**src/rtl/wdg_pkg.sv**
```systemverilog
package wdg_pkg;

   // Register slot inside one channel's 16-byte window (address bits [3:2])
   typedef enum logic [1:0] {
      SLOT_CNT  = 2'd0,
      SLOT_BITE = 2'd1,
      SLOT_BARK = 2'd2,
      SLOT_CTRL = 2'd3
   } wdg_slot_e;

   // Control word bit positions
   localparam int CTRL_IRQ_EN = 0;
   localparam int CTRL_IRQ_ST = 1;
   localparam int CTRL_RST_EN = 2;

   // log2 of the byte stride between channel windows
   localparam int CH_STRIDE_LG2 = 4;

   typedef struct packed {
      logic cnt;
      logic bite;
      logic bark;
      logic ctrl;
   } wdg_we_t;

endpackage

```
**src/rtl/wdg_decode.sv**
```systemverilog
module wdg_decode
   import wdg_pkg::*;
#(
   parameter int ADDR_W  = 6,
   parameter int NUM_CH  = 3,
   parameter int BARK_CH = 0
) (
   input  logic              wen_i,
   input  logic [ADDR_W-1:0] addr_i,
   output wdg_we_t           we_o  [NUM_CH],
   output logic [NUM_CH-1:0] rd_sel_o,
   output wdg_slot_e         slot_o
);

   localparam int CH_W = ADDR_W - CH_STRIDE_LG2;

   logic [CH_W-1:0] ch_idx;
   logic            aligned;
   logic            in_range;
   logic            hit;
   wdg_slot_e       slot;

   assign ch_idx   = addr_i[ADDR_W-1:CH_STRIDE_LG2];
   assign slot     = wdg_slot_e'(addr_i[3:2]);
   assign aligned  = (addr_i[1:0] == 2'b00);
   assign in_range = (int'(ch_idx) < NUM_CH);
   assign hit      = aligned && in_range &&
                     ((slot != SLOT_BARK) || (int'(ch_idx) == BARK_CH));
   assign slot_o   = slot;

   for (genvar g = 0; g < NUM_CH; g++) begin : g_sel
      logic mine;
      assign mine          = hit && (int'(ch_idx) == g);
      assign rd_sel_o[g]   = mine;
      assign we_o[g].cnt   = wen_i && mine && (slot == SLOT_CNT);
      assign we_o[g].bite  = wen_i && mine && (slot == SLOT_BITE);
      assign we_o[g].bark  = wen_i && mine && (slot == SLOT_BARK);
      assign we_o[g].ctrl  = wen_i && mine && (slot == SLOT_CTRL);
   end

endmodule

```
**src/rtl/wdg_channel.sv**
```systemverilog
module wdg_channel
   import wdg_pkg::*;
#(
   parameter int DATA_W   = 32,
   parameter bit HAS_BARK = 1'b0
) (
   input  logic              clk,
   input  logic              rst_n,
   input  logic              tick_i,
   input  logic [DATA_W-1:0] wdata_i,
   input  wdg_we_t           we_i,
   input  wdg_slot_e         slot_i,
   output logic [DATA_W-1:0] rdata_o,
   output logic [DATA_W-1:0] cnt_o,
   output logic [DATA_W-1:0] bite_o,
   output logic [DATA_W-1:0] bark_o,
   output logic              rst_en_o,
   output logic              irq_en_o,
   output logic              rst_req_o,
   output logic              irq_o
);

   localparam logic [DATA_W-1:0] ONES = '1;
   localparam int                PAD  = DATA_W - 3;

   logic [DATA_W-1:0] cnt_q;
   logic [DATA_W-1:0] bite_q;
   logic              rst_en_q;
   logic [DATA_W-1:0] ctrl_word;

   // Counter: software write wins over the tick of the same cycle
   always_ff @(posedge clk) begin
      if (!rst_n) begin
         cnt_q <= '0;
      end else if (we_i.cnt) begin
         cnt_q <= wdata_i;
      end else if (tick_i) begin
         cnt_q <= cnt_q + DATA_W'(1);
      end
   end

   always_ff @(posedge clk) begin
      if (!rst_n) begin
         bite_q   <= ONES;
         rst_en_q <= 1'b0;
      end else begin
         if (we_i.bite) bite_q   <= wdata_i;
         if (we_i.ctrl) rst_en_q <= wdata_i[CTRL_RST_EN];
      end
   end

   assign rst_req_o = rst_en_q && (cnt_q >= bite_q);
   assign cnt_o     = cnt_q;
   assign bite_o    = bite_q;
   assign rst_en_o  = rst_en_q;

   if (HAS_BARK) begin : g_bark
      logic [DATA_W-1:0] bark_q;
      logic              irq_en_q;
      logic              stat_q;
      logic              bark_hit;
      logic              clr_req;

      assign bark_hit = irq_en_q && (cnt_q >= bark_q);
      assign clr_req  = we_i.ctrl && wdata_i[CTRL_IRQ_ST];

      always_ff @(posedge clk) begin
         if (!rst_n) begin
            bark_q   <= ONES;
            irq_en_q <= 1'b0;
            stat_q   <= 1'b0;
         end else begin
            if (we_i.bark) bark_q   <= wdata_i;
            if (we_i.ctrl) irq_en_q <= wdata_i[CTRL_IRQ_EN];
            // sticky: set by a live bark condition, cleared by write-one
            stat_q <= (stat_q && !clr_req) || bark_hit;
         end
      end

      assign bark_o    = bark_q;
      assign irq_en_o  = irq_en_q;
      assign irq_o     = stat_q;
      assign ctrl_word = {{PAD{1'b0}}, rst_en_q, stat_q, irq_en_q};
   end else begin : g_plain
      logic unused_bark;
      assign unused_bark = we_i.bark ^ wdata_i[CTRL_IRQ_EN] ^ wdata_i[CTRL_IRQ_ST];
      assign bark_o    = ONES;
      assign irq_en_o  = 1'b0;
      assign irq_o     = 1'b0;
      assign ctrl_word = {{PAD{1'b0}}, rst_en_q, 2'b00};
   end

   always_comb begin
      unique case (slot_i)
         SLOT_CNT:  rdata_o = cnt_q;
         SLOT_BITE: rdata_o = bite_q;
         SLOT_BARK: rdata_o = HAS_BARK ? bark_o : '0;
         SLOT_CTRL: rdata_o = ctrl_word;
         default:   rdata_o = '0;
      endcase
   end

endmodule

```
**src/rtl/wdg_bank.sv**
```systemverilog
module wdg_bank
   import wdg_pkg::*;
#(
   parameter int DATA_W = 32,
   parameter int ADDR_W = 6,
   parameter int NUM_CH = 3
) (
   input  logic              clk,
   input  logic              rst_n,
   input  logic              tick,
   input  logic              wen,
   input  logic [ADDR_W-1:0] addr,
   input  logic [DATA_W-1:0] wdata,
   output logic [DATA_W-1:0] rdata,
   output logic              rst_recovery_req,
   output logic              rst_normal_req,
   output logic              irq
);

   localparam int BARK_CH  = 0;
   localparam int MAX_CH   = 1 << (ADDR_W - CH_STRIDE_LG2);

   if (DATA_W < 3) begin : g_bad_data
      $error("wdg_bank: DATA_W must hold the three control bits");
   end
   if (ADDR_W <= CH_STRIDE_LG2) begin : g_bad_addr
      $error("wdg_bank: ADDR_W too small for one channel window");
   end
   if (NUM_CH < 2 || NUM_CH > MAX_CH) begin : g_bad_ch
      $error("wdg_bank: NUM_CH must be at least 2 and fit the address space");
   end

   wdg_we_t           ch_we   [NUM_CH];
   logic [NUM_CH-1:0] rd_sel;
   wdg_slot_e         rd_slot;
   logic [DATA_W-1:0] ch_rdata [NUM_CH];
   logic [DATA_W-1:0] cnt_all  [NUM_CH];
   logic [DATA_W-1:0] bite_all [NUM_CH];
   logic [DATA_W-1:0] bark_all [NUM_CH];
   logic [NUM_CH-1:0] rst_en_all;
   logic [NUM_CH-1:0] irq_en_all;
   logic [NUM_CH-1:0] rst_req;
   logic [NUM_CH-1:0] irq_all;

   wdg_decode #(
      .ADDR_W  (ADDR_W),
      .NUM_CH  (NUM_CH),
      .BARK_CH (BARK_CH)
   ) u_decode (
      .wen_i    (wen),
      .addr_i   (addr),
      .we_o     (ch_we),
      .rd_sel_o (rd_sel),
      .slot_o   (rd_slot)
   );

   for (genvar g = 0; g < NUM_CH; g++) begin : g_ch
      wdg_channel #(
         .DATA_W   (DATA_W),
         .HAS_BARK (g == BARK_CH)
      ) u_ch (
         .clk       (clk),
         .rst_n     (rst_n),
         .tick_i    (tick),
         .wdata_i   (wdata),
         .we_i      (ch_we[g]),
         .slot_i    (rd_slot),
         .rdata_o   (ch_rdata[g]),
         .cnt_o     (cnt_all[g]),
         .bite_o    (bite_all[g]),
         .bark_o    (bark_all[g]),
         .rst_en_o  (rst_en_all[g]),
         .irq_en_o  (irq_en_all[g]),
         .rst_req_o (rst_req[g]),
         .irq_o     (irq_all[g])
      );
   end

   // Read mux: OR of the selected channel (select is one-hot or zero)
   always_comb begin
      rdata = '0;
      for (int i = 0; i < NUM_CH; i++) begin
         if (rd_sel[i]) rdata = rdata | ch_rdata[i];
      end
   end

   assign rst_recovery_req = rst_req[BARK_CH];
   assign rst_normal_req   = |rst_req[NUM_CH-1:1];
   assign irq              = irq_all[BARK_CH];

   logic unused_obs;
   assign unused_obs = ^{irq_en_all[NUM_CH-1:1], irq_all[NUM_CH-1:1]};

endmodule

```
**config.mk**
```make
export PLATFORM = sky130hd
export DESIGN_NAME = wdg_bank
export DESIGN_NICKNAME = d
export VERILOG_FILES = /design/src/rtl/wdg_pkg.sv /design/src/rtl/wdg_decode.sv /design/src/rtl/wdg_channel.sv /design/src/rtl/wdg_bank.sv
export SDC_FILE = /design/constraint.sdc
export NUM_CORES = 1
export LEC_CHECK = 0
export BUFFER_PORTS_ARGS = -buffer_cell sky130_fd_sc_hd__buf_4
export CORE_UTILIZATION = 50
export DETAILED_ROUTE_END_ITERATION = 12
export MAX_ROUTING_LAYER = met4
export PLACE_DENSITY = 0.68
export REMOVE_ABC_BUFFERS = 1
export SLEW_MARGIN = 0
export SYNTH_ARGS = -nofsm -noshare
export SYNTH_HDL_FRONTEND = slang
export SYNTH_SLANG_ARGS = --single-unit
```
**constraint.sdc**
```tcl
create_clock -name clk -period 3.35 [get_ports clk]
set_input_delay 0.335 -clock clk [delete_from_list [all_inputs] [get_ports clk]]
set_output_delay 0.335 -clock clk [all_outputs]
set_load 0.01 [all_outputs]
```
==> reports/results.txt, run 1 <==
outcome - complete, no violations
hold_buf cts - 0
worst clock skew - 25.5 ps
CP max stage delay - 470 ps
Final HPWL DP - 32.1 mm
Worst Path Buf+Inv - 1
CP Cell Sequence - ha_1 -> and3_1 -> o21ai_0 -> a2111oi_0 -> a21oi_1 -> o41ai_1 -> buf_4
WS Path Type - flop to output pin
Mapped Cells - 1759
Post-synth top flop - dfxtp_1
YS warnings - 0
Detailed Route WL - 45.2 mm
most instantiated cells after synthesis - 258 x nand2_1, 229 x dfxtp_1, 133 x inv_1, 131 x ha_1, 127 x o211ai_1
total gr overflow - 0
CP max FO - 8
Leakage - 7.76 nW
Critical Path RT - 3010 ps
period utilisation layout - 97.1%
DRC viols - 0
Max Cap Viol - 0
CP max-delay cell - o41ai_1
final net count - 1953
PwrDens - 413 nW/µm²
port bufs - 76
GRT Total Usage - 30.7%
Routed WL per cell - 20.7 µm
critical path endpoint category - output pin
layout cell share with drive strength beyond 1 - 10.1%
CTS tree - built
CTS H-tree lvls - 1
Final setup viols - 0
first-pass GRT wire length - 70.9 mm
post-synthesis sequential area ratio - 31.5%
Post-CTS Resized - 0
drt initial violations - 1105
syn_area_per_cell - 8.28 µm²
core area - 28700 µm²
Placer Congestion - 0.921
clock latency on the worst-skew pair - 550 ps
Seq cells post-synth - 229
top cells by area, synth - dfxtp_1 31%, ha_1 11%, mux2i_1 6.7%
crit-path leading delay family - compound AO/OA/AOI/OAI gates
Setup Buffers After CTS - 0
Die W - 173 µm
DP Area - 15400 µm²
CTS root buf - clkbuf_16
die area - 29800 µm²
Final Slew Violations - 0
vias in the first global route - 12500
Vias - 13200
Post-synth EDFFs - 0
startpoint types - flop
clk sinks - 229
top-count cell post-synth - nand2_1
Via-to-Cell Ratio - 6.06
Clock transition at path regs - 60 ps
ant diodes - 0
Arrival @ worst endpoint - 2920 ps
initial antenna violation count - 0
Mapped Area - 14600 µm²
fmax - 307 MHz
height of the chip - 173 µm
Tightest Hold Check Type - primary input to flop
initial core utilization - 50.8%
post-synth cell types - 64
relative slew slack - 49.7%
largest net degree at the start of global routing - 100
Clock Path Buffers - 3
Finished Cell Area - 16400 µm²
total power - 6.78 mW
Final Hold Fails - 0
Synth top area share - 31.5%
largest area contributor in the netlist - dfxtp_1
RSZ-0062 raised after global routing - false
FFs w/ async S/R, synth - 0%
I/O pin total - 77
First-pass DRT Iterations - 5
Slew @ Worst Pin - 735 ps
antenna-violating nets left - 0
Site Rows - 62
TritonCTS Buffers - 28
Worst VDD drop - 352 µV
synthesis-to-finish area growth - 12.7%
Final min period - 3250 ps
worst paths after layout:
kind	start	endpoint	slack, ps	cells after the start
setup / recovery	g_ch[0].u_ch.cnt_o[9]	rst_recovery_req	100	7
hold / removal	wdata[31]	g_ch[1].u_ch.cnt_o[31]	90	2
setup reg to reg	g_ch[1].u_ch.cnt_o[0]	g_ch[1].u_ch.cnt_o[31]	910	6
hold reg to reg	g_ch[0].u_ch.bark_o[27]	g_ch[0].u_ch.bark_o[27]	520	2
cell families (layout without fill, tap and decap cells):
| family | after synthesis | count (layout) | synth area share [%] |
|---|---|---|---|
| AO/OA/AOI/OAI | 427 | 427 | 19.8 |
| XOR/XNOR | 91 | 91 | 5.47 |
| adder cells (fa/ha/maj) | 131 | 131 | 11.2 |
| buffers and inverters | 242 | 282 | 7.03 |
| flip-flops | 229 | 229 | 31.5 |
| multiplexers | 101 | 101 | 7.19 |
| AND/OR/NAND/NOR | 538 | 538 | 17.8 |
routing by layer:
layer	wire length (µm)	vias to the layer above	track usage, %
li1	-	6331	-
met1	20600	6371	42.6
met2	20500	471	47.5
met3	3160	60	3.78
met4	890	0	7.41
met5	0	-	-
power by group:
group | total, mW | leakage [nW] | switching (mW) | internal (mW)
Clock | 3.49 | 0.527 | 1.24 | 2.25
Sequential | 2.78 | 1.85 | 0.0348 | 2.75
Combinational | 0.507 | 5.38 | 0.326 | 0.181
worst register-to-register path, delay by kind of cell, from the launching register on:
family          cells  cell delay, ps
flops               1             460
compound gates      1              90
simple gates        4            1590
xor+xnor            1             200
metrics by stage:
stage	instances	setup WS [ps]	hold slack (ps)	setup TNS, ps	utilization, %
2_1_floorplan	1651	-739	397	-67500	-
3_3_place_gp	2134	642	502	0	53.5
3_5_place_dp	2134	685	507	0	53.5
4_1_cts	2183	112	67.1	0	57.2
5_1_grt	2183	0.0104	83.0	0	57.2
6_report	2183	96.7	91.6	0	57.2
flip-flops by register name (all words and copies together) (netlist names):
register            cells
g_ch.u_ch.bark_o       32
g_ch.u_ch.bite_o       96
g_ch.u_ch.cnt_o        96
g_ch.u_ch.irq_en_o      1
g_ch.u_ch.irq_o         1
g_ch.u_ch.rst_en_o      3
area by class of cell:
| class | instances | area [µm²] |
|---|---|---|
| sequential | 229 | 4580 |
| timing repair buffer | 99 | 781 |
| multi-input combinational | 1288 | 9000 |
| inverter | 134 | 517 |
| fill | 2629 | 12300 |
| clock buffer | 37 | 826 |
| clock inverter | 12 | 235 |
| tap | 384 | 480 |
layout by cell type, fill, tap and decap left out, types with 32 or more instances in the layout:
| cell type | n |
|---|---|
| nand4_1 | 32 |
| dfxtp_1 | 229 |
| inv_1 | 133 |
| xor2_1 | 57 |
| nand3_1 | 48 |
| xnor2_1 | 34 |
| ha_1 | 131 |
| o221ai_1 | 32 |
| o211ai_1 | 127 |
| a21oi_1 | 70 |
| o21ai_0 | 87 |
| mux2i_1 | 98 |
| nand2_1 | 258 |
| a211oi_1 | 68 |
| nor2_1 | 103 |
| buf_4 | 96 |
(Power assumes the default switching activity.)
==> run 2: changes to the inputs <==
MAX_ROUTING_LAYER = unset   (was met4)
==> run 2 against run 1 <==
Net effect:
- critical path depth did not move
- hold slack about the same
- power about the same
- clock skew shrank 4.9 ps
- register-to-register slack better by 40 ps
- first-iteration DRC count increased by 2.9%
- combinational power barely moved
- final cell count unchanged
- critical path type unchanged
- critical endpoint unchanged
- largest power group unchanged
==> reports/results.txt, run 2 (synthesis results as in run 1) <==
outcome - complete, no violations
height of the chip - 173 µm (unchanged)
setup_tns - 0 ps (unchanged)
Clock transition at path regs - 60 ps (about the same)
final net count - 1953 (unchanged)
total gr overflow - 0 (unchanged)
RR Endpoint - g_ch[1].u_ch.cnt_o[31]
die area - 29800 µm² (unchanged)
Final Hold Fails - 0 (unchanged)
r2r startpoint - g_ch[1].u_ch.cnt_o[0]
Die W - 173 µm (unchanged)
initial antenna violation count - 0 (unchanged)
Hold Path Depth - 2 (unchanged)
core utilization of the finished layout - 57.2% (about the same)
Worst Hold Launch - wdata[31]
Detailed Route WL - 45.2 mm (about the same)
total power - 6.78 mW (about the same)
First-pass DRT Iterations - 5 (unchanged)
PwrDens - 413 nW/µm² (about the same)
most common cell after layout, fill and taps aside - nand2_1
ant diodes - 0 (unchanged)
clk sinks - 229 (unchanged)
Worst R2R Path Depth - 6 (unchanged)
Tightest Hold Check Type - primary input to flop
Vias - 13300 (+0.26%)
WS Path Type - flop to output pin
period utilisation layout - 94.8% (-2.3 points)
initial core utilization - 50.8% (unchanged)
core area - 28700 µm² (unchanged)
largest net degree at the start of global routing - 100 (unchanged)
Routed WL per cell - 20.7 µm (about the same)
Worst VDD drop - 354 µV (+0.51%)
I/O pin total - 77 (unchanged)
Leakage - 7.77 nW (about the same)
synthesis-to-finish area growth - 12.7% (about the same)
hold_buf cts - 0 (unchanged)
CP max FO - 8 (unchanged)
vias in the first global route - 12500 (+0.080%)
Arrival @ worst endpoint - 2840 ps (-80 ps)
RSZ-0062 raised after global routing - false
Max Cap Viol - 0 (unchanged)
Slew @ Worst Pin - 738 ps (+2.97 ps)
Post-CTS Resized - 0 (unchanged)
Final min period - 3180 ps (-77.8 ps)
most frequent cells in the layout - 258 x nand2_1, 229 x dfxtp_1, 133 x inv_1
GRT Total Usage - 29.8% (-0.91 points)
Clock Path Buffers - 3 (unchanged)
antenna-violating nets left - 0 (unchanged)
first-pass GRT wire length - 70.9 mm (about the same)
worst clock skew - 20.6 ps (-4.93 ps)
clock latency on the worst-skew pair - 550 ps (about the same)
worst hold endpoint - g_ch[1].u_ch.cnt_o[31]
Final HPWL DP - 32.1 mm (unchanged)
Final setup viols - 0 (unchanged)
drt initial violations - 1137 (+2.9%)
fmax - 315 MHz (+2.5%)
Final Slew Violations - 0 (unchanged)
port bufs - 76 (unchanged)
Critical Path RT - 3010 ps (about the same)
CTS H-tree lvls - 1 (unchanged)
Via-to-Cell Ratio - 6.08 (+0.26%)
layout cell share with drive strength beyond 1 - 10.1% (+0.056 points)
FF-to-FF setup slack - 950 ps (+40 ps)
startpoint types - flop
Min Hold Slack - 91.3 ps (-0.270 ps)
critical path endpoint category - output pin
CP Cell Sequence - ha_1 -> a21o_1 -> a31oi_1 -> o2111ai_1 -> a21oi_1 -> o41ai_2 -> buf_4
Setup Buffers After CTS - 0 (unchanged)
CP max-delay cell - dfxtp_1
Site Rows - 62 (unchanged)
TritonCTS Buffers - 28 (unchanged)
Placer Congestion - 0.905 (-1.7%)
CTS tree - built
CTS root buf - clkbuf_16
DRC viols - 0 (unchanged)
relative slew slack - 50.8% (+1.1 points)
CP max stage delay - 510 ps (+40 ps)
## run 2: worst max-delay path, delay by kind of cell, from the launching register on
kind / cells / cell delay [ps]
buf+inv: 1 / 150
compound gates: 5 / 1340
fa+ha+maj: 1 / 300
flops: 1 / 510
## run 2: how the worst max path moves through the flow
stage                          startpoint                      to  slack [ps]  cells past startpoint
floorplan                         addr[0]  g_ch[0].u_ch.cnt_o[10]        -740                      4
detailed placement  g_ch[0].u_ch.cnt_o[9]        rst_recovery_req         680                      7
finish              g_ch[0].u_ch.cnt_o[9]        rst_recovery_req         170                      7
global route        g_ch[0].u_ch.cnt_o[9]        rst_recovery_req          90                      7
CTS                 g_ch[0].u_ch.cnt_o[9]        rst_recovery_req         110                      7
global placement    g_ch[0].u_ch.cnt_o[9]        rst_recovery_req         640                      7
## run 2: per-stage QoR
step | instances | area [µm²] | setup WS (ps)
CTS | 2183 | 16400 | 112
global route | 2183 | 16400 | 86.4
detailed placement | 2134 | 15400 | 685
floorplan | 1651 | 14100 | -739
finish | 2183 | 16400 | 175
global placement | 2134 | 15400 | 642
## run 2: power breakdown
group	internal, mW	total [mW]	leakage, nW	switching, mW
Sequential	2.75	2.78	1.85	0.0351
Clock	2.25	3.49	0.527	1.24
Combinational	0.181	0.509	5.39	0.328
Total	5.18	6.78	7.77	1.60
## run 2: layer usage
layer | wire [µm] | track usage (%)
met1 | 20500 | 42.4
met2 | 20300 | 47.3
met3 | 3370 | 4.05
met4 | 988 | 7.96
met5 | 0 | 0
## run 2: area by class of cell
class                      instances  area [µm²]
fill                            2627       12300
clock buffer                      37         826
tap                              384         480
clock inverter                    12         235
timing repair buffer              99         781
sequential                       229        4580
multi-input combinational       1288        9000
inverter                         134         517
